--- src/rtl/joy_pkg.sv ---
package joy_pkg;
    localparam int NUM_AXES = 4;

    localparam logic [2:0] ADDR_LEGACY = 3'd0;
    localparam logic [2:0] ADDR_AXCFG  = 3'd1;
    localparam logic [2:0] ADDR_VALUE  = 3'd2;
    localparam logic [2:0] ADDR_HWCFG  = 3'd4;

    // field positions inside the axes configuration register
    localparam int AXCFG_SEL_LO = 4;
    localparam int AXCFG_CONT   = 6;
    // field positions inside the hardware configuration register
    localparam int HWCFG_IRQ_EN = 0;
    localparam int HWCFG_RATE_LO = 1;

    typedef enum logic [1:0] {
        RATE_FULL  = 2'b00,
        RATE_SLOW  = 2'b01,
        RATE_HALF  = 2'b10,
        RATE_SLOW2 = 2'b11
    } rate_e;
endpackage

--- src/rtl/joy_prescale.sv ---
module joy_prescale #(
    parameter int DIV_HALF      = 2,
    parameter int DIV_TWENTIETH = 20,
    parameter int DIV_SLOW      = 200
) (
    input  logic       clk,
    input  logic       rst_n,
    input  logic       restart,
    input  logic [1:0] rate,
    output logic       tick
);
    import joy_pkg::*;

    localparam int PW = $clog2(DIV_SLOW + 1);

    logic [PW-1:0] cnt_d, cnt_q;
    logic [PW-1:0] last;

    always_comb begin
        case (rate_e'(rate))
            RATE_HALF:  last = PW'(DIV_HALF - 1);
            RATE_SLOW:  last = PW'(DIV_TWENTIETH - 1);
            RATE_SLOW2: last = PW'(DIV_SLOW - 1);
            default:    last = '0;
        endcase
        tick  = !restart && (cnt_q >= last);
        cnt_d = (restart || cnt_q >= last) ? '0 : cnt_q + 1'b1;
    end

    always_ff @(posedge clk) begin
        if (!rst_n) cnt_q <= '0;
        else        cnt_q <= cnt_d;
    end

    // with a divided rate, two ticks never come back to back
    p_tick_spacing_r3: assert property (@(posedge clk) disable iff (!rst_n)
        (tick && rate != 2'b00) |=> (!tick || rate == 2'b00));
endmodule

--- src/rtl/joy_axis_counter.sv ---
module joy_axis_counter #(
    parameter int CNT_W = 16
) (
    input  logic             clk,
    input  logic             rst_n,
    input  logic             start,
    input  logic             enable,
    input  logic             tick,
    input  logic             cmp,
    output logic [CNT_W-1:0] count,
    output logic             running
);
    localparam logic [CNT_W-1:0] CNT_MAX = '1;

    logic [CNT_W-1:0] cnt_d, cnt_q;
    logic             run_d, run_q;

    always_comb begin
        cnt_d = cnt_q;
        run_d = run_q;
        if (start) begin
            run_d = enable;
            if (enable) cnt_d = '0;
        end else if (run_q) begin
            if (!cmp || cnt_q == CNT_MAX) run_d = 1'b0;
            else if (tick)                cnt_d = cnt_q + 1'b1;
        end
    end

    always_ff @(posedge clk) begin
        if (!rst_n) begin
            cnt_q <= '0;
            run_q <= 1'b0;
        end else begin
            cnt_q <= cnt_d;
            run_q <= run_d;
        end
    end

    assign count   = cnt_q;
    assign running = run_q;

    // an enabled start clears the count and arms the axis
    p_clear_on_start_r1: assert property (@(posedge clk) disable iff (!rst_n)
        (start && enable) |=> (cnt_q == '0 && run_q));
    // a saturated count halts and holds
    p_no_overflow_r4: assert property (@(posedge clk) disable iff (!rst_n)
        (run_q && !start && cnt_q == CNT_MAX) |=> (!run_q && cnt_q == CNT_MAX));
endmodule

--- src/rtl/joy_axis_ctrl.sv ---
module joy_axis_ctrl #(
    parameter int CNT_W         = 16,
    parameter int RESTART_GAP   = 16,
    parameter int DIV_HALF      = 2,
    parameter int DIV_TWENTIETH = 20,
    parameter int DIV_SLOW      = 200
) (
    input  logic        clk,
    input  logic        rst_n,
    input  logic        bus_wr,
    input  logic        bus_rd,
    input  logic [2:0]  bus_addr,
    input  logic [7:0]  bus_wdata,
    output logic [15:0] bus_rdata,
    input  logic [3:0]  cmp_in,
    input  logic [3:0]  btn_in,
    output logic        irq
);
    import joy_pkg::*;

    localparam int GAP_W = $clog2(RESTART_GAP);
    localparam logic [GAP_W-1:0] GAP_LAST = GAP_W'(RESTART_GAP - 1);

    typedef struct packed {
        logic [6:0]                      cfg;
        logic [3:0]                      hw;
        logic                            ready;
        logic                            meas;
        logic                            ack;
        logic                            sw;
        logic [GAP_W-1:0]                gap;
        logic [NUM_AXES-1:0][CNT_W-1:0]  lat;
    } state_t;

    state_t s_d, s_q;

    logic [NUM_AXES-1:0][CNT_W-1:0] cnt;
    logic [NUM_AXES-1:0]            run;
    logic start, start_sw, start_leg, start_auto, tick;
    logic unused_bits;

    assign unused_bits = bus_wdata[7];

    joy_prescale #(
        .DIV_HALF(DIV_HALF), .DIV_TWENTIETH(DIV_TWENTIETH), .DIV_SLOW(DIV_SLOW)
    ) u_pre (
        .clk(clk), .rst_n(rst_n), .restart(start),
        .rate(s_q.hw[HWCFG_RATE_LO +: 2]), .tick(tick)
    );

    for (genvar i = 0; i < NUM_AXES; i++) begin : g_axis
        joy_axis_counter #(.CNT_W(CNT_W)) u_cnt (
            .clk(clk), .rst_n(rst_n), .start(start), .enable(s_q.cfg[i]),
            .tick(tick), .cmp(cmp_in[i]), .count(cnt[i]), .running(run[i])
        );
    end

    always_comb begin
        s_d        = s_q;
        start_sw   = bus_wr && bus_addr == ADDR_VALUE;
        start_leg  = bus_wr && bus_addr == ADDR_LEGACY
                     && (|s_q.cfg[NUM_AXES-1:0]) && s_q.hw[HWCFG_IRQ_EN];
        start_auto = s_q.ready && s_q.cfg[AXCFG_CONT] && !s_q.meas && s_q.gap == GAP_LAST;
        start      = start_sw || start_leg || start_auto;

        if (bus_wr && bus_addr == ADDR_AXCFG) s_d.cfg = bus_wdata[6:0];
        if (bus_wr && bus_addr == ADDR_HWCFG) s_d.hw  = bus_wdata[3:0];
        if (bus_rd && bus_addr == ADDR_VALUE) s_d.ack = 1'b1;

        s_d.gap = (s_q.ready && s_q.cfg[AXCFG_CONT] && !s_q.meas) ? s_q.gap + 1'b1 : '0;

        if (start) begin
            s_d.ready = 1'b0;
            s_d.meas  = 1'b1;
            s_d.ack   = 1'b0;
            s_d.sw    = start_sw || start_leg;
            s_d.gap   = '0;
        end else if (s_q.meas && run == '0) begin
            s_d.ready = 1'b1;
            s_d.meas  = 1'b0;
            if (s_q.cfg[AXCFG_CONT] || s_q.sw) s_d.lat = cnt;
        end
    end

    always_ff @(posedge clk) begin
        if (!rst_n) s_q <= '0;
        else        s_q <= s_d;
    end

    always_comb begin
        case (bus_addr)
            ADDR_LEGACY: bus_rdata = {8'h00, btn_in, cmp_in};
            ADDR_AXCFG:  bus_rdata = {8'h00, s_q.ready, s_q.cfg};
            ADDR_VALUE:  bus_rdata = 16'(s_q.lat[s_q.cfg[AXCFG_SEL_LO +: 2]]);
            ADDR_HWCFG:  bus_rdata = {12'h000, s_q.hw};
            default:     bus_rdata = '0;
        endcase
    end

    assign irq = s_q.ready && s_q.hw[HWCFG_IRQ_EN] && !s_q.ack;

    // ready is only reported once no enabled axis is still counting
    p_ready_idle_r5: assert property (@(posedge clk) disable iff (!rst_n)
        s_q.ready |-> (run == '0));
    // any start drops the interrupt on the next cycle
    p_irq_drop_r8: assert property (@(posedge clk) disable iff (!rst_n)
        start |=> !irq);
    // a read of the value port silences the interrupt
    p_irq_ack_r8: assert property (@(posedge clk) disable iff (!rst_n)
        (bus_rd && bus_addr == ADDR_VALUE && !start) |=> !irq);
    // with continuous mode off and no software start, the latch is frozen
    p_latch_frozen_r9: assert property (@(posedge clk) disable iff (!rst_n)
        (!s_q.cfg[AXCFG_CONT] && !s_q.sw && !start_sw && !start_leg) |=> $stable(s_q.lat));
endmodule

--- config.mk ---
export PLATFORM = sky130hd
export DESIGN_NAME = joy_axis_ctrl
export DESIGN_NICKNAME = d
export VERILOG_FILES = /design/src/rtl/joy_pkg.sv /design/src/rtl/joy_prescale.sv /design/src/rtl/joy_axis_counter.sv /design/src/rtl/joy_axis_ctrl.sv
export SDC_FILE = /design/constraint.sdc
export NUM_CORES = 1
export LEC_CHECK = 0
export ABC_AREA = 1
export BUFFER_PORTS_ARGS = -buffer_cell sky130_fd_sc_hd__buf_2
export CORE_ASPECT_RATIO = 0.75
export CORE_MARGIN = 4
export CORE_UTILIZATION = 62
export DETAILED_ROUTE_END_ITERATION = 12
export GPL_TIMING_DRIVEN = 0
export PLACE_DENSITY = 0.8
export SKIP_LAST_GASP = 1
export SLEW_MARGIN = 20
export SYNTH_ARGS = -nofsm -noshare
export SYNTH_HDL_FRONTEND = slang
export SYNTH_SLANG_ARGS = --single-unit
--- constraint.sdc ---
create_clock -name clk -period 2.15 [get_ports clk]
set_clock_uncertainty 0.05 [all_clocks]
set_input_delay 0.43 -clock clk [delete_from_list [all_inputs] [get_ports clk]]
set_output_delay 0.43 -clock clk [all_outputs]
set_load 0.02 [all_outputs]
# After elaboration in Yosys (flattened, before gate mapping)
# Cells that the tools add are included.
dict set report classes {
  addsub 6
  n_mul 0
  div 0
  n_lt_le_gt_ge 2
  eq_ne 19
  shifts 0
  n_mux 38
  n_bitwise 3
  reduce_logical 46
}
# operator n
set op_table {}
lappend op_table {{16-bit two-way mux} 21}
lappend op_table {{16-bit by 1-bit adder with 16-bit output (second input constant)} 4}
lappend op_table {{16-bit equality test (second input constant)} 4}
lappend op_table {{16-bit case mux with 4 select lines} 1}
lappend op_table {{16-bit binary-select mux with 2-bit select} 1}
lappend op_table {{8-bit case mux with 3 select lines} 1}
lappend op_table {{2-bit != test (second input constant)} 8}
lappend op_table {{4-bit AND reduction} 4}
lappend op_table {{1-bit logical AND} 14}
lappend op_table {{1-bit two-way mux} 14}
lappend op_table {{2-bit nonzero test} 6}
lappend op_table {{8-bit by 1-bit adder with 8-bit output (second input constant)} 1}
lappend op_table {{8-bit greater-or-equal comparator} 1}
lappend op_table {{1-bit logical OR} 8}
lappend op_table {{1-bit logical NOT} 7}
lappend op_table {{4-bit by 1-bit adder with 4-bit output (second input constant)} 1}
lappend op_table {{2-bit equality test (second input constant)} 2}
lappend op_table {{4-bit equality test (second input constant)} 1}
lappend op_table {{4-bit logical NOT} 1}
lappend op_table {{2-bit OR reduction} 2}
lappend op_table {{4-bit OR reduction} 1}
lappend op_table {{3-bit by 1-bit equality test with 1-bit output (second input constant)} 1}
lappend op_table {{3-bit by 2-bit equality test with 1-bit output (second input constant)} 1}
lappend op_table {{3-bit equality test (second input constant)} 1}
lappend op_table {{other kinds (6)} 8}
dict set report totals {
  regBits 159
  latch_bits 0
  mem_bits_rw 0
  rom_bits 0
  in_bits 23
  output_inout_bits 17
  mem_count 0
}

# Longest topological paths before layout
# Gate-level depths: netlist of the first run.
dict set report depth {
  word_depth 12
  mapped_depth 14
  mapped_depth_nobuf 14
}

# By module
# From an unflattened synthesis of the first run, not the netlist that was laid out.
dict set report unflattened {
  cells_unflattened 1489
  area_unflattened_um2 9307.7
}
# mod instances cells_each area_each_um2 seq_area_each_um2
set modules_own_cells {}
lappend modules_own_cells {joy_axis_counter 4 195 1184.9 340.3}
lappend modules_own_cells {joy_axis_ctrl 1 636 4036.4 1661.6}
lappend modules_own_cells {joy_prescale 1 73 531.8 160.2}

# Least setup slack after synthesis of the first run
# OpenSTA, ideal clock, no wires.
dict set report synth_path {
  path_kind {flip-flop to output port}
  start {reg s_q[81] (netlist bit)}
  end {out bus_rdata[10]}
  arrival_ps 1515
  path_slack_ps 155
  path_stages_with_launch 7
  path_buffers 2
  path_cell_list {dfxtp_1 clkbuf_1 clkinv_1 clkbuf_1 a21oi_1 o21ai_0 a21oi_1}
}
dict set report synth_via {
  elab_chain_cells 3
}
# item line_no
set synth_lines {}
lappend synth_lines {{start, declared} joy_axis_ctrl.sv:35} ;# state_t s_d, s_q;
lappend synth_lines {{start signal, assigned} joy_axis_ctrl.sv:86} ;# if (!rst_n) s_q <= '0;
lappend synth_lines {{start signal, assigned} joy_axis_ctrl.sv:87} ;# else s_q <= s_d;
lappend synth_lines {{16-bit binary-select mux with 2-bit select} joy_axis_ctrl.sv:94} ;# ADDR_VALUE: bus_rdata = 16'(s_q.lat[s_q.cfg[AXCFG_SEL_LO +: 2]]);
lappend synth_lines {{16-bit two-way mux (not written as such)} joy_axis_ctrl.sv:94}
lappend synth_lines {{16-bit case mux with 4 select lines} joy_axis_ctrl.sv:91} ;# case (bus_addr)
lappend synth_lines {{end, declared} joy_axis_ctrl.sv:14} ;# output logic [15:0] bus_rdata,
# Every way passes these cells. The select of a mux whose other input is x is not followed.

# Worst setup path in the final report of the first run
dict set report layout_path {
  start {reg s_q[81] (netlist bit)}
  end {out bus_rdata[6]}
}
# The elaborated chain is that of the path after synthesis.

==> results.yml, run 1 <==
placed_design:
  placed_cells: 1415
  dp_hpwl_um: 18300
  place_congestion: 0.998
  dpl_worst_slack_ns: -0.446
  io_buffer_count: 37
timing:
  hold_viol: 0
  grt_setup_unrepaired: "true"
  max_freq_mhz: 461
  setup_violations: 4
  setup-tns-final_ns: -0.0465
  min_period_ns: 2.17
  finalCritPeriodShare: 1.01
  whs_ns: 0.199
  setup_slack_ns: -0.0210
  slew_headroom: 0.437
  maxSlewViolCount: 0
  tightest_slew_ns: 0.844
global_routing:
  grt_max_degree: 17
  grt_pass1_wl_um: 40300
  overflow: 0
  antenna_found_initial: 0
  first_global_vias: 7682
  grt_use_total: 0.339
flow_run:
  maxCapViolCount: 0
synth:
  synthCells: 1207
  synth_edf_count: 0
  synth_top_area_frac: 0.383
  yosys_most_used_dff: "dfxtp_1"
  synth-async-reset-ratio: 0
  netlist_area_mm2: 0.00831
  synth_cell_types: 33
  synth-seq-area-share: 0.383
  synthTopCellsByArea: "dfxtp_1, a21oi_1, nand2_1, o21ai_0, nand3_1"
  synth_area_per_cell_um2: 6.88
  yosys.area.top_type: "dfxtp_1"
  synth_nets: 1242
  ys_warn_count: 0
  synth_seq_cells: 159
routing:
  viasPerCell: 5.96
  first_pass_iters: 6
  drc_errors: 0
  vias: 8780
  routedWlPerCell_um: 18.7
  routed_wl_um: 27600
  drt_iter0_markers: 1202
  drtAntennaViolNets: 0
min_path:
  hold_path_class: "in2reg"
  min_to: "s_q[79]"
  hp-start: "bus_wdata[3]"
  holdPathStages: 3
critical_path:
  critPathSlowestCell: "dfxtp_4"
  end_kind: "output pin"
  r2r-end: "g_axis[0].u_cnt.count[11]"
  crit_fanout: 9
  r2r_cells: 14
  crit_family: "flip-flops"
  crit_type: "reg2out"
  crit_buf_inv: 2
  cp_data_arrival_time_ns: 1.69
  slowest_delay_ns: 0.44
  reg2reg_from: "s_q[73]"
  cp-start-kind: "flip-flop"
  cp_common_cell: "nand2_1"
  cp_data_required_time_ns: 1.67
  crit_chain: "inv_8 > a21oi_1 > o21ai_4 > nand2_1 > nand2_1 > o211ai_1 > buf_2"
  r2r_setup_slack_ns: 0.02
pwr:
  power_density_mw_per_mm2: 641
  netSwitchingFraction: 0.245
  power_leakage_nw: 3.80
  p_total_mw: 6.62
  p_clk_frac: 0.474
  p_int_mw: 5.00
  seqPwrFrac: 0.452
  vdd_drop_max_mv: 0.604
  combPwrFrac: 0.075
  switching_power_mw: 1.62
floorplan:
  core_region_area_mm2: 0.0131
  die_height_um: 108
  die_area_mm2: 0.0153
  placementRows: 36
  io_pins: 40
  die_w_um: 142
  start_util: 0.636
cts:
  hold_buffers: 0
  cts_tree: "yes"
  cts_root_buf: "clkbuf_16"
  clock_sinks: 159
  clockBufferDepth: 2
  cts_buffers: 17
  clock_latency_ns: 0.44
  htreeDepth: 4
  path_clk_slew_ns: 0.06
cells_and_area:
  fin_cells: 1472
  area_growth_pct: 24.2
  nFillCells: 908
  drive_above_1_share: 0.191
  final_common_cell: "nand2_1"
  nNetsFinal: 1323
  final_cell_mix: "nand2_1, dfxtp_1, a21oi_1"
  diodes: 0
outcome:
  outcome: "finished with violations"
  violations: "setup timing"
layout make-up:
class	instances	area, um^2	area share
Buffer	61	509	0.0493
Clock buffer	19	443	0.0429
Clock inverter	13	163	0.0158
Inverter	132	513	0.0497
Multi-Input combinational cell	854	4720	0.458
Sequential cell	159	3200	0.310
Tap cell	171	214	0.0207
Timing Repair Buffer	63	552	0.0535
Yosys cell counts (3+ instances only):
| library cell | count |
|---|---|
| nand4_1 | 19 |
| xnor2_1 | 11 |
| nand2_1 | 190 |
| o21ai_4 | 4 |
| or2_2 | 4 |
| dfxtp_1 | 159 |
| nor2_1 | 137 |
| xor2_1 | 34 |
| nor3_1 | 13 |
| o21bai_1 | 4 |
| buf_2 | 27 |
| nand2_4 | 4 |
| nor3b_1 | 3 |
| and2_1 | 3 |
| buf_6 | 7 |
| nand2_2 | 4 |
| o21ai_1 | 11 |
| clkbuf_1 | 26 |
| o21ai_0 | 116 |
| o211ai_1 | 4 |
| a21oi_1 | 165 |
| nand3_1 | 106 |
| inv_1 | 128 |
| ha_1 | 12 |
| clkinv_1 | 3 |
routing by layer:
metal | share of wire | up-vias | GRT usage
li1 | - | 4133 | -
met1 | 0.42 | 3985 | 0.484
met2 | 0.42 | 593 | 0.478
met3 | 0.13 | 69 | 0.0942
met4 | 0.030 | 0 | 0.144
met5 | 0 | - | 0
power groups by stage:
stage | Combinational, mW | Clock, mW | Sequential (mW)
2_1_floorplan | 0.222 | 0 | 3.04
3_3_place_gp | 0.353 | 0 | 3.05
3_5_place_dp | 0.356 | 0 | 3.05
4_1_cts | 0.405 | 3.12 | 2.99
5_1_grt | 0.522 | 3.24 | 2.99
6_report | 0.495 | 3.13 | 2.99
registers in the layout, summed over array words and instances, names as in the netlist:
| name | count |
|---|---|
| s_q | 83 |
| g_axis.u_cnt.count | 64 |
| u_pre.cnt_q | 8 |
| g_axis.u_cnt.running | 4 |
how the worst max path moves through the flow:
stage,from,to,slack (ns),cells after the start
after floorplan,s_q[81],bus_rdata[10],0.16,6
after global placement,s_q[81],bus_rdata[10],-0.49,7
after detailed placement,s_q[81],bus_rdata[10],-0.45,7
after CTS,s_q[81],bus_rdata[10],-0.05,6
after global routing,rst_n,s_q[76],-0.09,5
final,s_q[81],bus_rdata[6],-0.02,7
cell families (layout without fill, tap and decap cells):
group           count (synthesis)  in the layout  synth area share
compound gates                306            306             0.193
flops                         159            159             0.383
buf+inv                       195            288             0.101
simple gates                  490            491             0.257
xor+xnor                       45             45            0.0474
fa+ha+maj                      12             12            0.0181
through the flow:
stage	utilization	cell area, um^2
detailed placement	0.667	8710
finish	0.790	10300
floorplan	-	8310
global route	0.790	10300
CTS	0.734	9590
global placement	0.667	8710
tightest hold or removal path, stage by stage:
cell and delay, ns:
buf_2 0.09, nor2_1 0.04, nor2_1 0.08
what timing repair did:
action,4_1_cts,5_1_grt
gates cloned,2,5
setup buffers,5,15
pin swaps,4,38
setup endpoints to repair,91,147
resized for setup,77,164
endpoints found under the hold margin,0,0
(Power assumes the default switching activity.)
==> inputs of run 2 (changes only) <==
Settings changed: CORE_ASPECT_RATIO 0.75 to unset.
==> results.yml, run 2 (synthesized netlist as in run 1, its figures left out) <==
outcome:
  outcome: "finished with violations"
  violations: "setup timing"
timing:
  hold_viol: 0
  setup_violations: 6
  slew_headroom: 0.465
  maxSlewViolCount: 0
  finalCritPeriodShare: 1.02
  max_freq_mhz: 454
  grt_setup_unrepaired: "true"
  min_period_ns: 2.20
  setup-tns-final_ns: -0.129
  whs_ns: 0.206
  setup_slack_ns: -0.0536
  tightest_slew_ns: 0.803
cells_and_area:
  regMostFlops: "s_q"
  area_growth_pct: 21.7
  largest_reg_flops: 83
  fin_area_mm2: 0.0101
  drive_above_1_share: 0.168
  final_cell_mix: "nand2_1, dfxtp_1, a21oi_1"
  nNetsFinal: 1310
  final_common_cell: "nand2_1"
  final_core_util: 0.766
  diodes: 0
  fin_cells: 1464
critical_path:
  crit_type: "reg2out"
  cp_data_required_time_ns: 1.67
  r2r_setup_slack_ns: 0
  cp-start-kind: "flip-flop"
  r2r-end: "g_axis[0].u_cnt.count[12]"
  reg2reg_from: "s_q[74]"
  cp_data_arrival_time_ns: 1.72
  r2r_cells: 13
  crit_fanout: 10
  end_kind: "output pin"
cts:
  clock_sinks: 159
  clockBufferDepth: 2
  cts_buffers: 17
  htreeDepth: 4
  clock_latency_ns: 0.43
  cts_root_buf: "clkbuf_16"
  cts_tree: "yes"
  hold_buffers: 0
  path_clk_slew_ns: 0.06
floorplan:
  die_height_um: 124
  die_w_um: 124
  io_pins: 40
  core_region_area_mm2: 0.0132
  die_area_mm2: 0.0153
  placementRows: 42
  start_util: 0.630
flow_run:
  maxCapViolCount: 0
min_path:
  holdPathStages: 3
  hp-start: "bus_wdata[0]"
  min_to: "s_q[76]"
  hold_path_class: "in2reg"
placed_design:
  placed_cells: 1420
  place_congestion: 0.990
  dpl_worst_slack_ns: -0.280
  io_buffer_count: 37
  dp_hpwl_um: 18000
  place_area_mm2: 0.00871
pwr:
  power_leakage_nw: 3.69
  power_density_mw_per_mm2: 653
  p_total_mw: 6.60
  vdd_drop_max_mv: 0.597
global_routing:
  busiest_layer: "met2"
  grt_max_degree: 17
  grt_pass1_wl_um: 39900
  use_met1: 0.469
  grt_use_total: 0.340
  overflow: 0
  use_met3: 0.0581
  gr-usage-met2: 0.524
  antenna_found_initial: 0
  first_global_vias: 7699
routing:
  vias: 8688
  drc_errors: 0
  viasPerCell: 5.93
  first_pass_iters: 8
  drt_iter0_markers: 1090
  routedWlPerCell_um: 18.1
  drtAntennaViolNets: 0
  routed_wl_um: 26500
-- run 2: critical path, cell delays in order, from the launching register on --
cell and delay [ns]:
dfxtp_4 0.43, inv_8 0.07, clkbuf_8 0.18, o21ai_4 0.16, nand2_1 0.06, nand2_1 0.08, nand4_1 0.13, buf_6 0.17
-- run 2: final cells by class --
class                   count  area (um^2)
plain buffers              60          454
clock buffers              21          440
clock inverters            11          165
fillers                   988         3080
inverters                 132          513
multi-input cells         854         4720
flip-flops and latches    159         3200
well taps                 176          220
repair buffers             51          393
-- run 2: worst max-delay path by stage --
stage             from  slack (ns)             to
2_1_floorplan  s_q[81]        0.16  bus_rdata[10]
3_3_place_gp   s_q[81]       -0.28  bus_rdata[12]
3_5_place_dp   s_q[81]       -0.28  bus_rdata[12]
4_1_cts        s_q[81]       -0.04  bus_rdata[12]
5_1_grt        s_q[81]       -0.09   bus_rdata[7]
6_report       s_q[80]       -0.05   bus_rdata[1]
-- run 2: metal layers --
metal / vias up / routed length (um)
met3: 97 / 2660
met4: 0 / 1180
met2: 508 / 11900
met1: 3970 / 10800
met5: - / 0
li1: 4113 / -
-- run 2: timing repair --
item | CTS | global route
pin swaps | 6 | 16
cloned | 0 | 4
buffers inserted | 3 | 8
endpoints found under the hold margin | 0 | 0
gates resized for setup | 86 | 132
setup endpoints to repair | 83 | 140
-- run 2: power by group --
part           switching [mW]  internal (mW)
clock network            1.22           1.93
registers              0.0238           2.97
logic                   0.306          0.156
==> inputs of run 3 (changes only) <==
Settings changed: CTS_CLUSTER_DIAMETER set to 100, PLACE_DENSITY 0.8 to unset, PLACE_DENSITY_LB_ADDON set to 0.25.
==> results.yml, run 3 (synthesized netlist as in run 1, its figures left out) <==
routing:
  routed_wl_um: 28200
  viasPerCell: 6.04
  drc_errors: 0
  vias: 8908
  drt_iter0_markers: 1202
  routedWlPerCell_um: 19.1
  drtAntennaViolNets: 0
  first_pass_iters: 6
cts:
  htreeDepth: 4
  cts_root_buf: "clkbuf_16"
  clock_sinks: 159
  path_clk_slew_ns: 0.06
  cts_buffers: 17
  hold_buffers: 0
  clock_latency_ns: 0.44
  cts_tree: "yes"
  clockBufferDepth: 2
critical_path:
  cp-start-kind: "flip-flop"
  end_kind: "flip-flop"
  r2r_setup_slack_ns: -0.08
  cp_data_required_time_ns: 2.43
  r2r_cells: 13
  crit_family: "simple AND/OR/NAND/NOR gates"
  slowest_delay_ns: 0.36
  critPathSlowestCell: "dfxtp_4"
  r2r-end: "g_axis[2].u_cnt.count[0]"
  cp_data_arrival_time_ns: 2.51
  crit_buf_inv: 3
  crit_fanout: 10
  crit_chain: "inv_2 > nand2_1 > ha_1 > nand2_2 > nor2_1 > nand2_1 > nand2_2 > nor2_4 > nand2_8 > buf_12 > buf_6 > a21oi_4 > nor2_1"
  reg2reg_from: "s_q[74]"
  crit_type: "reg2reg"
cells_and_area:
  final_common_cell: "nand2_1"
  drive_above_1_share: 0.195
  fin_cells: 1476
  largest_reg_flops: 83
  regMostFlops: "s_q"
  nNetsFinal: 1322
  area_growth_pct: 25.2
  final_cell_mix: "nand2_1, dfxtp_1, a21oi_1"
  fin_area_mm2: 0.0104
  diodes: 0
  final_core_util: 0.789
timing:
  setup_slack_ns: -0.0771
  tightest_slew_ns: 0.801
  slew_headroom: 0.466
  grt_setup_unrepaired: "true"
  whs_ns: 0.194
  finalCritPeriodShare: 1.04
  hold_viol: 0
  setup_violations: 37
  maxSlewViolCount: 0
  max_freq_mhz: 449
  min_period_ns: 2.23
  setup-tns-final_ns: -1.05
global_routing:
  antenna_found_initial: 0
  grt_max_degree: 17
  grt_use_total: 0.339
  first_global_vias: 7727
  overflow: 0
  grt_pass1_wl_um: 39700
placed_design:
  place_area_mm2: 0.00871
  placed_cells: 1420
  place_congestion: 0.993
  io_buffer_count: 37
  dpl_worst_slack_ns: -0.372
  dp_hpwl_um: 17900
pwr:
  vdd_drop_max_mv: 0.555
  p_total_mw: 6.79
  power_density_mw_per_mm2: 653
  power_leakage_nw: 3.83
min_path:
  hp-start: "bus_wdata[0]"
  holdPathStages: 3
  hold_path_class: "in2reg"
  min_to: "s_q[76]"
floorplan:
  start_util: 0.630
  die_w_um: 124
  core_region_area_mm2: 0.0132
  die_height_um: 124
  io_pins: 40
  die_area_mm2: 0.0153
  placementRows: 42
outcome:
  outcome: "finished with violations"
  violations: "setup timing"
flow_run:
  maxCapViolCount: 0
==> run 3: layout make-up <==
type	count	area (um^2)
Multi-Input combinational cell	855	4820
Sequential cell	159	3200
Fill cell	871	2790
Timing Repair Buffer	62	531
Inverter	132	515
Buffer	60	484
Clock buffer	17	425
Tap cell	176	220
Clock inverter	15	208
==> run 3: worst max path at each step <==
stage,startpoint,to,slack [ns],depth (start not counted)
detailed placement,s_q[81],bus_rdata[14],-0.37,7
CTS,s_q[64],s_q[56],-0.03,13
global placement,s_q[81],bus_rdata[14],-0.32,7
finish,s_q[74],g_axis[2].u_cnt.count[0],-0.08,13
floorplan,s_q[81],bus_rdata[10],0.16,6
global route,s_q[74],g_axis[2].u_cnt.count[0],-0.15,13
==> run 3: tightest hold or removal path: stages <==
cell and delay (ns):
buf_2 0.09, nor2_1 0.04, nor2_1 0.08
==> run 3: per-layer routing <==
| layer | vias to the layer above | wire length (um) | track usage |
|---|---|---|---|
| li1 | 4152 | - | - |
| met1 | 4041 | 10700 | 0.451 |
| met2 | 582 | 12900 | 0.540 |
| met3 | 133 | 3180 | 0.0654 |
| met4 | 0 | 1440 | 0.145 |
| met5 | - | 0 | 0 |
==> run 3: timing repair <==
item,4_1_cts,5_1_grt
resized for setup,89,159
cloned,1,7
pin swaps,7,24
buffers inserted,4,15
setup endpoints to repair,92,154
==> run 3: report_power, final <==
group / switching [mW] / leakage (nW) / internal (mW)
registers: 0.0218 / 1.29 / 2.96
clock network: 1.34 / 0.303 / 1.96
logic: 0.333 / 2.24 / 0.172
